===== src/rtl/adc_regfront_pkg.sv =====
package adc_regfront_pkg;
  localparam int CHAN_W = 5;
  localparam logic [CHAN_W-1:0] CHAN_OFF = 5'h1F;
  localparam int NUM_SLOTS = 4;
  localparam int SLOT_W = $clog2(NUM_SLOTS);
  localparam int OFS_W = 3;

  typedef enum logic [OFS_W-1:0] {
    OFS_CTRL = 3'd0,
    OFS_CLK  = 3'd1,
    OFS_RHI  = 3'd2,
    OFS_RLO0 = 3'd3,
    OFS_RLO1 = 3'd4,
    OFS_RLO2 = 3'd5,
    OFS_RLO3 = 3'd6,
    OFS_SCAN = 3'd7
  } reg_ofs_e;

  typedef struct packed {
    logic              ie;
    logic              cont;
    logic [CHAN_W-1:0] chan;
  } ctrl_t;
endpackage


===== src/rtl/adc_conv_seq.sv =====
module adc_conv_seq
  import adc_regfront_pkg::*;
(
  input  logic              clk,
  input  logic              rst_n,
  input  logic              wr_ctrl,
  input  logic [CHAN_W-1:0] new_chan,
  input  logic              cont,
  input  logic              scan_en,
  input  logic              done_in,
  output logic              start_o,
  output logic              valid_done_o
);
  logic busy_q, settle_q, off_q, start_q;
  logic is_off;

  assign is_off       = (new_chan == CHAN_OFF);
  assign valid_done_o = busy_q & done_in & ~settle_q & ~wr_ctrl;
  assign start_o      = start_q;

  always_ff @(posedge clk) begin
    if (!rst_n) begin
      busy_q   <= 1'b0;
      settle_q <= 1'b0;
      off_q    <= 1'b1;
      start_q  <= 1'b0;
    end else begin
      start_q <= 1'b0;
      if (wr_ctrl) begin
        off_q    <= is_off;
        busy_q   <= ~is_off;
        start_q  <= ~is_off;
        settle_q <= ~is_off & (off_q | settle_q);
      end else if (busy_q && done_in) begin
        if (settle_q) begin
          settle_q <= 1'b0;
          start_q  <= 1'b1;
        end else if (cont && !scan_en) begin
          start_q <= 1'b1;
        end else begin
          busy_q <= 1'b0;
        end
      end
    end
  end

  // a live channel write starts the converter one cycle later
  assert_start_on_write_R4: assert property (@(posedge clk) disable iff (!rst_n)
    (wr_ctrl && !is_off) |=> start_q);
  // the off code never starts and leaves nothing outstanding
  assert_quiet_off_R4: assert property (@(posedge clk) disable iff (!rst_n)
    (wr_ctrl && is_off) |=> (!start_q && !busy_q));
  // the settling result is dropped and a fresh start follows
  assert_settle_restart_R9: assert property (@(posedge clk) disable iff (!rst_n)
    (busy_q && done_in && settle_q && !wr_ctrl) |=> (start_q && !settle_q));
  // continuous mode restarts immediately
  assert_cont_restart_R8: assert property (@(posedge clk) disable iff (!rst_n)
    (valid_done_o && cont && !scan_en) |=> start_q);
  // nothing starts while idle without a write
  assert_idle_quiet_R12: assert property (@(posedge clk) disable iff (!rst_n)
    (!busy_q && !wr_ctrl) |=> !start_q);
endmodule


===== src/rtl/adc_ctrl_reg.sv =====
module adc_ctrl_reg
  import adc_regfront_pkg::*;
(
  input  logic       clk,
  input  logic       rst_n,
  input  logic       wr_ctrl,
  input  logic [6:0] wdata,
  input  logic       valid_done,
  input  logic       clr_flag_evt,
  input  logic       clr_irq_evt,
  output ctrl_t      ctrl_o,
  output logic       flag_vis,
  output logic       irq_o
);
  ctrl_t ctrl_q;
  logic  flag_q, irq_q;

  always_ff @(posedge clk) begin
    if (!rst_n) begin
      ctrl_q <= '{ie: 1'b0, cont: 1'b0, chan: CHAN_OFF};
      flag_q <= 1'b0;
      irq_q  <= 1'b0;
    end else if (wr_ctrl) begin
      ctrl_q <= ctrl_t'(wdata);
      flag_q <= 1'b0;
      irq_q  <= 1'b0;
    end else begin
      if (valid_done && !ctrl_q.ie)  flag_q <= 1'b1;
      else if (clr_flag_evt)         flag_q <= 1'b0;
      if (valid_done && ctrl_q.ie)   irq_q  <= 1'b1;
      else if (clr_irq_evt)          irq_q  <= 1'b0;
    end
  end

  assign ctrl_o   = ctrl_q;
  assign flag_vis = flag_q & ~ctrl_q.ie;
  assign irq_o    = irq_q;

  // the flag only rises on an accepted conversion
  assert_flag_src_R5: assert property (@(posedge clk) disable iff (!rst_n)
    (!flag_q && !valid_done) |=> !flag_q);
  // clearing events drop the flag unless a completion coincides
  assert_flag_clear_R6: assert property (@(posedge clk) disable iff (!rst_n)
    (wr_ctrl || (clr_flag_evt && !valid_done)) |=> !flag_q);
  // interrupt only rises on an accepted conversion
  assert_irq_src_R7: assert property (@(posedge clk) disable iff (!rst_n)
    (!irq_q && !valid_done) |=> !irq_q);
  // interrupt clears on result-0 read or control write
  assert_irq_clear_R7: assert property (@(posedge clk) disable iff (!rst_n)
    (wr_ctrl || (clr_irq_evt && !valid_done)) |=> !irq_q);
endmodule


===== src/rtl/adc_result_store.sv =====
module adc_result_store
  import adc_regfront_pkg::*;
#(
  parameter int RES_W = 10
) (
  input  logic                           clk,
  input  logic                           rst_n,
  input  logic                           valid_done,
  input  logic [RES_W-1:0]               result,
  input  logic                           scan_en,
  input  logic [SLOT_W-1:0]              chan_slot,
  output logic [7:0]                     res_hi,
  output logic [NUM_SLOTS-1:0][7:0]      res_lo
);
  logic [RES_W-1:0]  full_q;
  logic [SLOT_W-1:0] slot_sel;

  assign slot_sel = scan_en ? chan_slot : '0;

  always_ff @(posedge clk) begin
    if (!rst_n) full_q <= '0;
    else if (valid_done && slot_sel == '0) full_q <= result;
  end

  assign res_hi    = 8'(full_q >> 8);
  assign res_lo[0] = full_q[7:0];

  for (genvar k = 1; k < NUM_SLOTS; k++) begin : g_slot
    logic [7:0] lo_q;
    always_ff @(posedge clk) begin
      if (!rst_n) lo_q <= '0;
      else if (valid_done && slot_sel == SLOT_W'(k)) lo_q <= result[7:0];
    end
    assign res_lo[k] = lo_q;
  end

  // main result holds between accepted conversions
  assert_hold_R10: assert property (@(posedge clk) disable iff (!rst_n)
    !valid_done |=> $stable(full_q));
  // an accepted slot-0 result is captured as presented
  assert_latch_R10: assert property (@(posedge clk) disable iff (!rst_n)
    (valid_done && slot_sel == '0) |=> (full_q == $past(result)));
endmodule


===== src/rtl/adc_regfront.sv =====
module adc_regfront
  import adc_regfront_pkg::*;
#(
  parameter int                ADDR_W    = 8,
  parameter logic [ADDR_W-1:0] BASE_ADDR = 'h40,
  parameter int                RES_W     = 10
) (
  input  logic              clk,
  input  logic              rst_n,
  input  logic [ADDR_W-1:0] bus_addr,
  input  logic [7:0]        bus_wdata,
  input  logic              bus_wr,
  input  logic              bus_rd,
  output logic [7:0]        bus_rdata,
  output logic              irq,
  output logic [7:0]        clk_cfg,
  output logic              conv_start,
  output logic [4:0]        conv_chan,
  input  logic              conv_done,
  input  logic [RES_W-1:0]  conv_result
);
  logic     hit;
  reg_ofs_e ofs;
  logic     wr_ctrl, wr_clk, wr_scan, rd_lo_any, rd_res0;
  logic     valid_done, flag_vis, scan_en;
  logic [7:0] clk_q, scan_q, res_hi;
  logic [NUM_SLOTS-1:0][7:0] res_lo;
  ctrl_t    ctrl;

  assign hit = (bus_addr[ADDR_W-1:OFS_W] == BASE_ADDR[ADDR_W-1:OFS_W]);
  assign ofs = reg_ofs_e'(bus_addr[OFS_W-1:0]);

  assign wr_ctrl   = bus_wr & hit & (ofs == OFS_CTRL);
  assign wr_clk    = bus_wr & hit & (ofs == OFS_CLK);
  assign wr_scan   = bus_wr & hit & (ofs == OFS_SCAN);
  assign rd_lo_any = bus_rd & hit & (ofs == OFS_RLO0 || ofs == OFS_RLO1 ||
                                     ofs == OFS_RLO2 || ofs == OFS_RLO3);
  assign rd_res0   = bus_rd & hit & (ofs == OFS_RHI || ofs == OFS_RLO0);
  assign scan_en   = scan_q[0];

  always_ff @(posedge clk) begin
    if (!rst_n) begin
      clk_q  <= '0;
      scan_q <= '0;
    end else begin
      if (wr_clk)  clk_q  <= bus_wdata;
      if (wr_scan) scan_q <= bus_wdata;
    end
  end

  adc_ctrl_reg u_ctrl (
    .clk          (clk),
    .rst_n        (rst_n),
    .wr_ctrl      (wr_ctrl),
    .wdata        (bus_wdata[6:0]),
    .valid_done   (valid_done),
    .clr_flag_evt (wr_clk | rd_lo_any),
    .clr_irq_evt  (rd_res0),
    .ctrl_o       (ctrl),
    .flag_vis     (flag_vis),
    .irq_o        (irq)
  );

  adc_conv_seq u_seq (
    .clk          (clk),
    .rst_n        (rst_n),
    .wr_ctrl      (wr_ctrl),
    .new_chan     (bus_wdata[CHAN_W-1:0]),
    .cont         (ctrl.cont),
    .scan_en      (scan_en),
    .done_in      (conv_done),
    .start_o      (conv_start),
    .valid_done_o (valid_done)
  );

  adc_result_store #(.RES_W(RES_W)) u_res (
    .clk        (clk),
    .rst_n      (rst_n),
    .valid_done (valid_done),
    .result     (conv_result),
    .scan_en    (scan_en),
    .chan_slot  (ctrl.chan[SLOT_W-1:0]),
    .res_hi     (res_hi),
    .res_lo     (res_lo)
  );

  assign clk_cfg   = clk_q;
  assign conv_chan = ctrl.chan;

  always_comb begin
    bus_rdata = 8'h00;
    if (hit) begin
      case (ofs)
        OFS_CTRL: bus_rdata = {flag_vis, ctrl.ie, ctrl.cont, ctrl.chan};
        OFS_CLK:  bus_rdata = clk_q;
        OFS_RHI:  bus_rdata = res_hi;
        OFS_RLO0: bus_rdata = res_lo[0];
        OFS_RLO1: bus_rdata = res_lo[1];
        OFS_RLO2: bus_rdata = res_lo[2];
        OFS_RLO3: bus_rdata = res_lo[3];
        OFS_SCAN: bus_rdata = scan_q;
        default:  bus_rdata = 8'h00;
      endcase
    end
  end

  // unmapped addresses read as zero
  assert_unmapped_zero_R11: assert property (@(posedge clk) disable iff (!rst_n)
    !hit |-> (bus_rdata == 8'h00));
  // the flag bit never reads set while interrupts are enabled
  assert_flag_masked_R3: assert property (@(posedge clk) disable iff (!rst_n)
    (hit && ofs == OFS_CTRL && ctrl.ie) |-> !bus_rdata[7]);
endmodule


===== config.mk =====
export PLATFORM = sky130hd
export DESIGN_NAME = adc_regfront
export DESIGN_NICKNAME = d
export VERILOG_FILES = /design/src/rtl/adc_regfront_pkg.sv /design/src/rtl/adc_conv_seq.sv /design/src/rtl/adc_ctrl_reg.sv /design/src/rtl/adc_result_store.sv /design/src/rtl/adc_regfront.sv
export SDC_FILE = /design/constraint.sdc
export NUM_CORES = 1
export LEC_CHECK = 0
export BUFFER_PORTS_ARGS = -buffer_cell sky130_fd_sc_hd__buf_2
export CAP_MARGIN = 40
export CORE_ASPECT_RATIO = 1.75
export CORE_MARGIN = 3
export CORE_UTILIZATION = 30
export CTS_CLUSTER_SIZE = 14
export DETAILED_ROUTE_END_ITERATION = 10
export PLACE_DENSITY = 0.59
export SYNTH_ARGS = -nofsm -noshare
export SYNTH_HDL_FRONTEND = slang
export SYNTH_SLANG_ARGS = --single-unit
export TNS_END_PERCENT = 10

===== constraint.sdc =====
create_clock -name clk -period 1.85 [get_ports clk]
set_clock_uncertainty 0.2 [all_clocks]
set_input_delay 0.0925 -clock clk [delete_from_list [all_inputs] [get_ports clk]]
set_output_delay 0.0925 -clock clk [all_outputs]
set_load 0.005 [all_outputs]

==> results.json, run 1 <==
{
  "max_freq_mhz": 535,
  "synth_top_family_by_area": "simple AND/OR/NAND/NOR gates",
  "grt-ovfl-total": 0,
  "synth-compound-area-share": 0.106,
  "track_usage": 0.166,
  "vias_per_cell": 4.94,
  "wire_per_inst_um": 15.8,
  "p_int_mw": 2.52,
  "clk_latency_ps": 330,
  "fin_area_mm2": 0.00418,
  "place_area_mm2": 0.00357,
  "fin_nets": 465,
  "crit_type": "in -> out",
  "setup-violations-final": 3,
  "violations": "setup timing",
  "clockBufferDepth": 2,
  "portBuffers": 53,
  "totalNegativeSetupSlack_ps": -27.7,
  "grt_pass1_wl_um": 14200,
  "hold_viol": 0,
  "start_util": 0.309,
  "fin_crit_sh": 1.01,
  "num_antenna_cells": 0,
  "pwr-share-comb": 0.075,
  "p_leak_nw": 1.91,
  "cts-root-buf": "clkbuf_16",
  "maxCapViolations": 0,
  "place_congestion": 0.873,
  "clock_power_share": 0.515,
  "slew_headroom": 0.742,
  "place_ws_ps": -314,
  "drtIter0Drc": 179,
  "ys_ff_latch": 63,
  "synthCells": 354,
  "cp-end-kind": "output port",
  "ant_nets": 0,
  "antenna_found_initial": 0,
  "ir_worst_vdd_mv": 0.547,
  "p_per_area_mw_per_mm2": 793,
  "sw_frac_of_total": 0.240,
  "path_clk_slew_ps": 60,
  "worstHoldPathCells": 3,
  "yosysWarnings": 0,
  "period_needed_ps": 1870,
  "die_h_um": 140,
  "r2r_slack_ps": 290,
  "crit_start": "bus_addr[4]",
  "p_total_mw": 3.31,
  "holdCritPathClass": "in -> reg",
  "cpMaxStageDelayCell": "or4b_4",
  "crit_fanout": 3,
  "area.growth.synth_to_final_pct": 36.5,
  "worst_slew_pin_slew_ps": 386,
  "dieArea_mm2": 0.0115,
  "cp.arrival_ps": 1580,
  "drc": 0,
  "rows": 48,
  "numCtsBuffers": 9,
  "postSynthAreaPerCell_um2": 8.65,
  "synthDistinctLibCells": 40,
  "ys_seq_area_frac": 0.412,
  "p_seq_frac": 0.410,
  "grt_pass1_vias": 2783,
  "first_pass_iters": 4,
  "worst_path_most_repeated_cell": "buf_2",
  "power_switching_mw": 0.794,
  "h-tree-depth": 3,
  "core-area_mm2": 0.00991,
  "final_util": 0.422,
  "drive_above_1_share": 0.273,
  "final_common_cell": "nand2_1",
  "cts.sinks": 63,
  "yosys.area_share.simple": 0.213,
  "synthAdderAreaFrac": 0,
  "worst_slack_ps": -17.8,
  "synth_area_mm2": 0.00306,
  "worstReg2RegStart": "u_seq.busy_q",
  "synth_xor_area_frac": 0,
  "rsz0062_at_grt": "true",
  "slowest_delay_ps": 550,
  "cp.required_ps": 1560,
  "rr_worst_depth": 5,
  "tritoncts": "built",
  "hpwl_um": 6440,
  "cts_setup_buffers": 0,
  "vias": 2786,
  "hold_end": "u_ctrl.ctrl_o[3]",
  "layout_common_cells": "92 x nand2_1, 61 x mux2i_1, 61 x dfxtp_1, 53 x buf_2, 20 x dlygate4sd3_1",
  "cp-start-kind": "primary input",
  "fill_cells": 1009,
  "grt_max_degree": 81,
  "hp-start": "rst_n",
  "synth_nets": 385,
  "crit_chain": "buf_2 -> or4b_4 -> or2_4 -> a2111oi_4 -> buf_4 -> buf_2",
  "stdcell_count": 564,
  "drt_wl_total_um": 8930,
  "die-width_um": 82.4,
  "reg2reg_to": "u_res.g_slot[1].lo_q[4]",
  "muxShareOfSynthArea": 0.210,
  "fin_hold_ws_ps": 9.89,
  "ios": 54,
  "slew_viol_final": 0,
  "status": "finished, violations left",
  "dp_cells": 530
}
==> cells in the mapped netlist <==
master / count / area, um^2
a21oi_1: 6 / 30.0
a22o_1: 1 / 8.76
nor2b_1: 6 / 37.5
and3_4: 1 / 11.3
a2111oi_0: 1 / 8.76
nand4_2: 1 / 12.5
nor4_1: 1 / 6.26
or3_1: 1 / 6.26
dfxtp_1: 63 / 1260
or4b_4: 1 / 13.8
nor2_2: 1 / 6.26
nor2_1: 13 / 48.8
a211oi_1: 4 / 30.0
buf_2: 3 / 15.0
buf_1: 2 / 7.51
mux2i_1: 61 / 611
nor3_1: 4 / 20.0
nand3_1: 11 / 55.1
mux2_2: 3 / 33.8
a22oi_1: 2 / 15.0
o2bb2ai_1: 3 / 26.3
nand4_1: 1 / 6.26
clkbuf_1: 15 / 56.3
nand3b_1: 1 / 7.51
or2_2: 1 / 6.26
inv_1: 8 / 30.0
o221ai_1: 2 / 17.5
o21a_1: 2 / 15.0
a21boi_0: 3 / 22.5
o41ai_1: 1 / 8.76
nand2_1: 92 / 345
or4_4: 1 / 11.3
o21ai_0: 13 / 65.1
nand2b_1: 4 / 25.0
nand3_2: 2 / 20.0
a221oi_1: 8 / 70.1
buf_6: 3 / 33.8
buf_4: 5 / 37.5
a31oi_1: 1 / 6.26
and3_1: 2 / 12.5
==> power groups by stage <==
stage / combinational [mW] / sequential (mW) / clock (mW)
2_1_floorplan: 0.105 / 1.39 / 0
3_3_place_gp: 0.196 / 1.39 / 0
3_5_place_dp: 0.196 / 1.39 / 0
4_1_cts: 0.238 / 1.36 / 1.74
5_1_grt: 0.270 / 1.36 / 1.80
6_report: 0.247 / 1.36 / 1.71
==> cell families (layout without fill, tap and decap cells) <==
family,Yosys count,count (layout)
AOI/OAI and AO/OA,47,47
muxes,64,64
DFF,63,63
and+or+nand+nor,144,144
buffers and inverters,36,121
==> worst max-delay path by stage <==
stage	endpoint	slack, ps
2_1_floorplan	u_res.full_q[0]	-100
3_3_place_gp	bus_rdata[5]	-360
3_5_place_dp	bus_rdata[5]	-310
4_1_cts	bus_rdata[3]	-60
5_1_grt	bus_rdata[5]	-70
6_report	bus_rdata[5]	-20
==> state kept, by name, indices dropped and copies added, names as in the netlist <==
register and flops:
u_res.g_slot.lo_q 24, u_res.full_q 10, clk_cfg 8, scan_q 8
u_ctrl.ctrl_o 7, u_ctrl.flag_q 1, u_ctrl.irq_o 1, u_seq.busy_q 1
u_seq.off_q 1, u_seq.settle_q 1, u_seq.start_o 1
==> repair_timing <==
action,CTS,global route
endpoints found under the hold margin,61,0
pin swaps,4,4
hold buffers,20,0
setup endpoints to repair,7,7
resized for setup,16,13
==> area by class of cell <==
| type | instances | area [um^2] | share of cell area |
|---|---|---|---|
| sequential | 63 | 1260 | 0.302 |
| clock inverter | 7 | 80.1 | 0.0192 |
| inverter | 8 | 30.0 | 0.00718 |
| timing repair buffer | 97 | 694 | 0.166 |
| tap | 125 | 156 | 0.0374 |
| multi-input combinational | 255 | 1730 | 0.414 |
| clock buffer | 9 | 225 | 0.0539 |
==> critical path: cells and delay by family <==
family / cells / cell delay, ps
AOI/OAI and AO/OA: 1 / 310
buffers and inverters: 3 / 360
and+or+nand+nor: 2 / 820
==> layer usage <==
metal / up-vias / wire length (um) / global-route usage
li1: 1376 / - / -
met1: 1322 / 3410 / 0.186
met3: 14 / 454 / 0.0350
met4: 0 / 204 / 0.0692
met2: 74 / 4860 / 0.291
met5: - / 0 / 0
Note: power is estimated with default switching activity, not from simulation.
==> run 2, diff against run 1 <==
Settings changed: SYNTH_HIERARCHICAL from default to 1.
==> run 2 against run 1 <==
Net effect: the flow still finishes with violations (setup timing); clock power up 5%; maximum frequency grew 0.54%; sequential power hardly changed; sequential share of layout area is 0.41 points lower; highest routed layer unchanged.
==> results.json, run 2 <==
{
  "fin_crit_sh": 1.00,
  "drtIter0Drc": 104,
  "max_freq_mhz": 538,
  "place_area_mm2": 0.00366,
  "dieArea_mm2": 0.0115,
  "hpwl_um": 6170,
  "place_congestion": 0.797,
  "slew_viol_final": 0,
  "synth_edf_count": 0,
  "rsz0062_at_grt": "true",
  "postSynth.asyncResetShare": 0,
  "postSynthAreaPerCell_um2": 9.81,
  "area.growth.synth_to_final_pct": 38.8,
  "r2r_slack_ps": 210,
  "cts-root-buf": "clkbuf_16",
  "synth_area_mm2": 0.00306,
  "p_per_area_mw_per_mm2": 797,
  "rr_worst_depth": 5,
  "ff_latch_area_mm2": 0.00127,
  "synth.top_cell.area_share": 0.412,
  "drc": 0,
  "ios": 54,
  "maxCapViolations": 0,
  "ir_worst_vdd_mv": 0.712,
  "grt_pass1_wl_um": 13000,
  "synth.area.top_cells": "dfxtp_1 41%, mux2i_1 11%, mux4_2 9.6%, nand2_1 8.3%, nand3_1 2.8%",
  "vias_per_cell": 4.81,
  "largest_reg_flops": 24,
  "yosysMostFrequentCell": "nand2_1",
  "die-width_um": 82.4,
  "path_clk_slew_ps": 50,
  "holdCritPathClass": "in -> reg",
  "reg2reg_to": "u_res/g_slot[2].lo_q[5]",
  "crit_fanout": 5,
  "clockBufferDepth": 2,
  "crit_type": "in -> out",
  "vias": 2577,
  "hp-start": "bus_rd",
  "hold_viol": 0,
  "drt_wl_total_um": 8160,
  "synthDistinctLibCells": 51,
  "synthCells": 312,
  "fill_cells": 979,
  "rows": 48,
  "grt_max_degree": 35,
  "start_util": 0.309,
  "multi_input_area_mm2": 0.00171,
  "fin_area_mm2": 0.00425,
  "cp.required_ps": 1560,
  "clk_latency_ps": 330,
  "period_needed_ps": 1860,
  "violations": "setup timing",
  "worst_slack_ps": -7.84,
  "synth_area_leader_cell": "dfxtp_1",
  "setup-violations-final": 3,
  "cp-end-kind": "output port",
  "cp-start-kind": "primary input",
  "tritoncts": "built",
  "h-tree-depth": 3,
  "registers.top_by_ff_count": "u_res/g_slot.lo_q",
  "drive_above_1_share": 0.345,
  "cp.arrival_ps": 1570,
  "first_pass_iters": 4,
  "die_h_um": 140,
  "wire_per_inst_um": 15.2,
  "p_leak_nw": 1.73,
  "yosysWarnings": 6,
  "numCtsBuffers": 9,
  "crit_start": "bus_addr[4]",
  "status": "finished, violations left",
  "ys_seq_area_frac": 0.412,
  "grt-ovfl-total": 0,
  "antenna_found_initial": 0,
  "core-area_mm2": 0.00991,
  "portBuffers": 53,
  "track_usage": 0.151,
  "num_antenna_cells": 0,
  "cp-endpoint": "bus_rdata[2]",
  "grt_pass1_vias": 2535,
  "reg.largest.list": "u_res/g_slot.lo_q (24), u_res/full_q (10)",
  "cts.sinks": 63,
  "fin_nets": 437,
  "ys.flop_type": "dfxtp_1",
  "final_common_cell": "nand2_1",
  "layout_common_cells": "67 x nand2_1, 59 x dfxtp_1, 52 x buf_2, 35 x mux2i_1, 22 x buf_4",
  "final_util": 0.429,
  "synth_common_cells": "68 x nand2_1, 63 x dfxtp_1, 35 x mux2i_1",
  "ys_ff_latch": 63,
  "ant_nets": 0,
  "worstReg2RegStart": "u_seq/busy_q"
}
-- run 2: changes by cell type after synthesis, moves of 6 or more --
| cell | previous run | this run |
|---|---|---|
| o21ai_0 | 13 | 3 |
| mux2i_1 | 61 | 35 |
| a22o_1 | 1 | 7 |
| clkbuf_1 | 15 | 7 |
| mux4_2 | 0 | 13 |
| inv_1 | 8 | 2 |
| nand2_1 | 92 | 68 |
| a221oi_1 | 8 | 0 |
| buf_2 | 3 | 10 |
| a21boi_1 | 0 | 9 |
| nor2_1 | 13 | 3 |
| o21ai_1 | 0 | 17 |
| nand3_1 | 11 | 17 |
-- run 2: critical path, stage by stage --
cell	delay, ps
buf_6	90
or4b_4	550
buf_4	190
or2_0	250
a211oi_2	230
buf_2	170
-- run 2: layout make-up --
type | instances | share of cell area
Clock buffer | 9 | 0.0530
Clock inverter | 7 | 0.0227
Inverter | 3 | 0.00265
Multi-Input combinational cell | 225 | 0.402
Sequential cell | 63 | 0.298
Tap cell | 125 | 0.0368
Timing Repair Buffer | 104 | 0.184
-- run 2: timing repair --
action | 4_1_cts | 5_1_grt
buffers inserted | 0 | 2
hold endpoints to repair | 58 | 0
pin swaps | 1 | 10
endpoints found under the setup margin | 12 | 41
resized for setup | 4 | 13
hold buffers | 19 | 0
-- run 2: power by group --
group	internal, mW	switching (mW)	total [mW]	leakage [nW]
Combinational	0.118	0.115	0.233	1.06
Clock	1.18	0.612	1.79	0.160
Sequential	1.36	0.000844	1.36	0.507
-- run 2: through the flow --
step	worst slack, ps	setup TNS, ps	total power [mW]	instances	hold WS [ps]
after detailed placement	-377	-12220	1.59	499	147
after floorplan	-422	-13260	1.51	317	-45.6
after global placement	-338	-11040	1.59	499	139
after CTS	-20.0	-30.2	3.43	534	30.0
after global routing	-61.5	-827	3.50	536	57.0
final	-7.84	-12.8	3.39	536	43.2
-- run 2: cell families after synthesis --
group                  after synthesis  synth area share
AND/OR/NAND/NOR                    120             0.210
flip-flops                          63             0.412
AO/OA/AOI/OAI                       50             0.111
multiplexers                        49             0.214
buffers and inverters               29            0.0519
other                                1           0.00123
-- run 2: worst min-delay path by stage --
stage	to	slack [ps]	depth (start not counted)
2_1_floorplan	u_ctrl/ctrl_o[0]	-50	1
3_3_place_gp	u_res/full_q[9]	140	3
3_5_place_dp	u_res/full_q[9]	150	3
4_1_cts	u_ctrl/irq_o	30	4
5_1_grt	u_ctrl/irq_o	60	4
6_report	u_ctrl/irq_o	40	4
-- run 2: routing by layer --
layer  GRT usage  part of all wire  up-vias
met5           0                 0        -
met4      0.0657             0.017        0
met3      0.0330             0.026        9
met2       0.262              0.54       37
met1       0.170              0.41     1234
li1            -                 -     1297
==> run 3, diff against run 2 <==
Settings changed: ABC_AREA from default to 1, PLACE_DENSITY 0.59 to 0.58.
==> run 3 against run 2 <==
Net effect: sequential cell count is the same; maximum frequency increased by 6.0%; sequential power is essentially flat; non-clock buffer count decreased by 8; the flow now finishes without violations; global-route usage grew 2.9 points; total power shrank 2.1%; first-iteration DRC count increased to 3.0 times the previous value; critical path type is now in -> reg.
==> results.json, run 3 <==
{
  "status": "finished, final reports clean",
  "p_seq_frac": 0.410,
  "die_h_um": 150,
  "synthCells": 556,
  "hold_viol": 0,
  "sw_frac_of_total": 0.235,
  "dieArea_mm2": 0.0132,
  "layout_common_cells": "132 x nand2_1, 132 x nor2_1, 63 x dfxtp_1, 58 x inv_1, 53 x buf_2",
  "die-width_um": 88.0,
  "ios": 54,
  "cp-end-kind": "flop",
  "drtIter0Drc": 311,
  "cp.required_ps": 1870,
  "dp_cells": 729,
  "totalNegativeSetupSlack_ps": 0,
  "fin_nets": 664,
  "fin_crit_sh": 0.948,
  "p_leak_nw": 2.15,
  "clockBufferDepth": 2,
  "slew_viol_final": 0,
  "vias": 3693,
  "registers.top_by_ff_count": "u_res/g_slot.lo_q",
  "clock_power_share": 0.506,
  "grt_pass1_vias": 3547,
  "cts-root-buf": "clkbuf_16",
  "ys_ff_latch": 63,
  "p_int_mw": 2.54,
  "rows": 51,
  "first_pass_iters": 5,
  "drive_above_1_share": 0.171,
  "power_switching_mw": 0.780,
  "cp.arrival_ps": 1780,
  "hpwl_um": 8550,
  "ant_nets": 0,
  "crit_type": "in -> reg",
  "numCtsBuffers": 9,
  "h-tree-depth": 3,
  "track_usage": 0.179,
  "setup-violations-final": 0,
  "period_needed_ps": 1750,
  "wire_per_inst_um": 14.6,
  "stdcell_count": 770,
  "clk_latency_ps": 340,
  "synth_common_cells": "133 x nand2_1, 133 x nor2_1, 63 x dfxtp_1",
  "start_util": 0.313,
  "synth_edf_count": 0,
  "vias_per_cell": 4.80,
  "synth.top_cell.area_share": 0.357,
  "p_per_area_mw_per_mm2": 737,
  "drt_wl_total_um": 11200,
  "maxCapViolations": 0,
  "path_clk_slew_ps": 50,
  "drc": 0,
  "slew_headroom": 0.664,
  "yosysWarnings": 6,
  "grt-ovfl-total": 0,
  "synth_area_leader_cell": "dfxtp_1",
  "portBuffers": 53,
  "postSynthAreaPerCell_um2": 6.35,
  "num_antenna_cells": 0,
  "postSynth.asyncResetShare": 0,
  "synth_area_mm2": 0.00353,
  "worst_slew_pin_slew_ps": 504,
  "area.growth.synth_to_final_pct": 27.4,
  "reg.largest.list": "u_res/g_slot.lo_q (24), u_res/full_q (10)",
  "p_total_mw": 3.32,
  "cpMaxStageDelayCell": "dlygate4sd3_1",
  "ir_worst_vdd_mv": 0.461,
  "cts.sinks": 63,
  "slowest_delay_ps": 590,
  "pwr-share-comb": 0.084,
  "synth.area.top_cells": "dfxtp_1 36%, nand2_1 14%, nor2_1 14%, nand4_1 8.3%, inv_1 6.2%",
  "core-area_mm2": 0.0113,
  "tritoncts": "built",
  "worst_path_most_repeated_cell": "dlygate4sd3_1",
  "cp-start-kind": "primary input",
  "ys.flop_type": "dfxtp_1",
  "antenna_found_initial": 0,
  "holdCritPathClass": "in -> reg",
  "synthDistinctLibCells": 26,
  "largest_reg_flops": 24,
  "crit_chain": "dlygate4sd3_1 -> buf_2 -> nand3_1 -> dlygate4sd3_1",
  "place_congestion": 0.952,
  "rsz0062_at_grt": "false",
  "ys_seq_area_frac": 0.357,
  "max_freq_mhz": 570,
  "crit_fanout": 27,
  "grt_pass1_wl_um": 17800,
  "grt_max_degree": 35
}
-- run 3: power by group through the flow --
stage	Sequential (mW)	Combinational (mW)	Clock, mW
after floorplan	1.39	0.164	0
after global placement	1.39	0.245	0
after detailed placement	1.39	0.244	0
after CTS	1.36	0.278	1.71
after global routing	1.36	0.307	1.76
final	1.36	0.278	1.68
-- run 3: area by class of cell --
class | instances | area (um^2)
clock buffer | 12 | 246
clock inverter | 4 | 45.0
fill | 1229 | 6800
multi-input combinational | 399 | 1850
timing repair buffer | 96 | 686
inverter | 64 | 243
tap | 132 | 165
sequential | 63 | 1260
-- run 3: metal layers --
metal	global-route usage	up-vias	share of wire	routed length (um)
met2	0.309	102	0.51	5690
met4	0.108	0	0.048	536
met5	0	-	0	0
met3	0.0358	33	0.045	505
li1	-	1904	-	-
met1	0.198	1654	0.40	4480
-- run 3: through the flow --
| step | hold WS [ps] | worst slack (ps) | utilization | cell area [um^2] |
|---|---|---|---|---|
| after global routing | 87.0 | 17.0 | 0.398 | 4500 |
| final | 38.1 | 96.8 | 0.398 | 4500 |
| after global placement | 117 | 70.9 | 0.349 | 3940 |
| after CTS | 35.0 | 14.4 | 0.396 | 4470 |
| after floorplan | -38.4 | 12.6 | - | 3570 |
| after detailed placement | 125 | 55.6 | 0.349 | 3940 |
-- run 3: worst max-delay path, delay by kind of cell --
kind / cells / cell delay [ps]
buffers and inverters: 3 / 1530
AND/OR/NAND/NOR: 1 / 150
-- run 3: timing repair --
action	4_1_cts	5_1_grt
hold buffers	24	0
setup endpoints to repair	0	14
setup buffers	0	1
endpoints found under the hold margin	55	0
resized for setup	0	1
-- run 3: path summary, 6_finish.rpt --
check                startpoint                 endpoint  slack (ps)  cells after the start
setup / recovery          rst_n         u_ctrl/ctrl_o[3]         100                      4
hold / removal           bus_rd            u_ctrl/flag_q          40                      6
setup reg to reg   u_seq/busy_q  u_res/g_slot[2].lo_q[3]         260                      6
hold reg to reg   u_ctrl/flag_q            u_ctrl/flag_q         280                      2
-- run 3: cell families (layout without fill, tap and decap cells) --
logic type | Yosys count | after routing | share of synthesized area
simple gates | 360 | 360 | 0.462
compound gates | 33 | 33 | 0.0471
flops | 63 | 63 | 0.357
other cells | 1 | 6 | 0.00106
buf+inv | 99 | 176 | 0.132
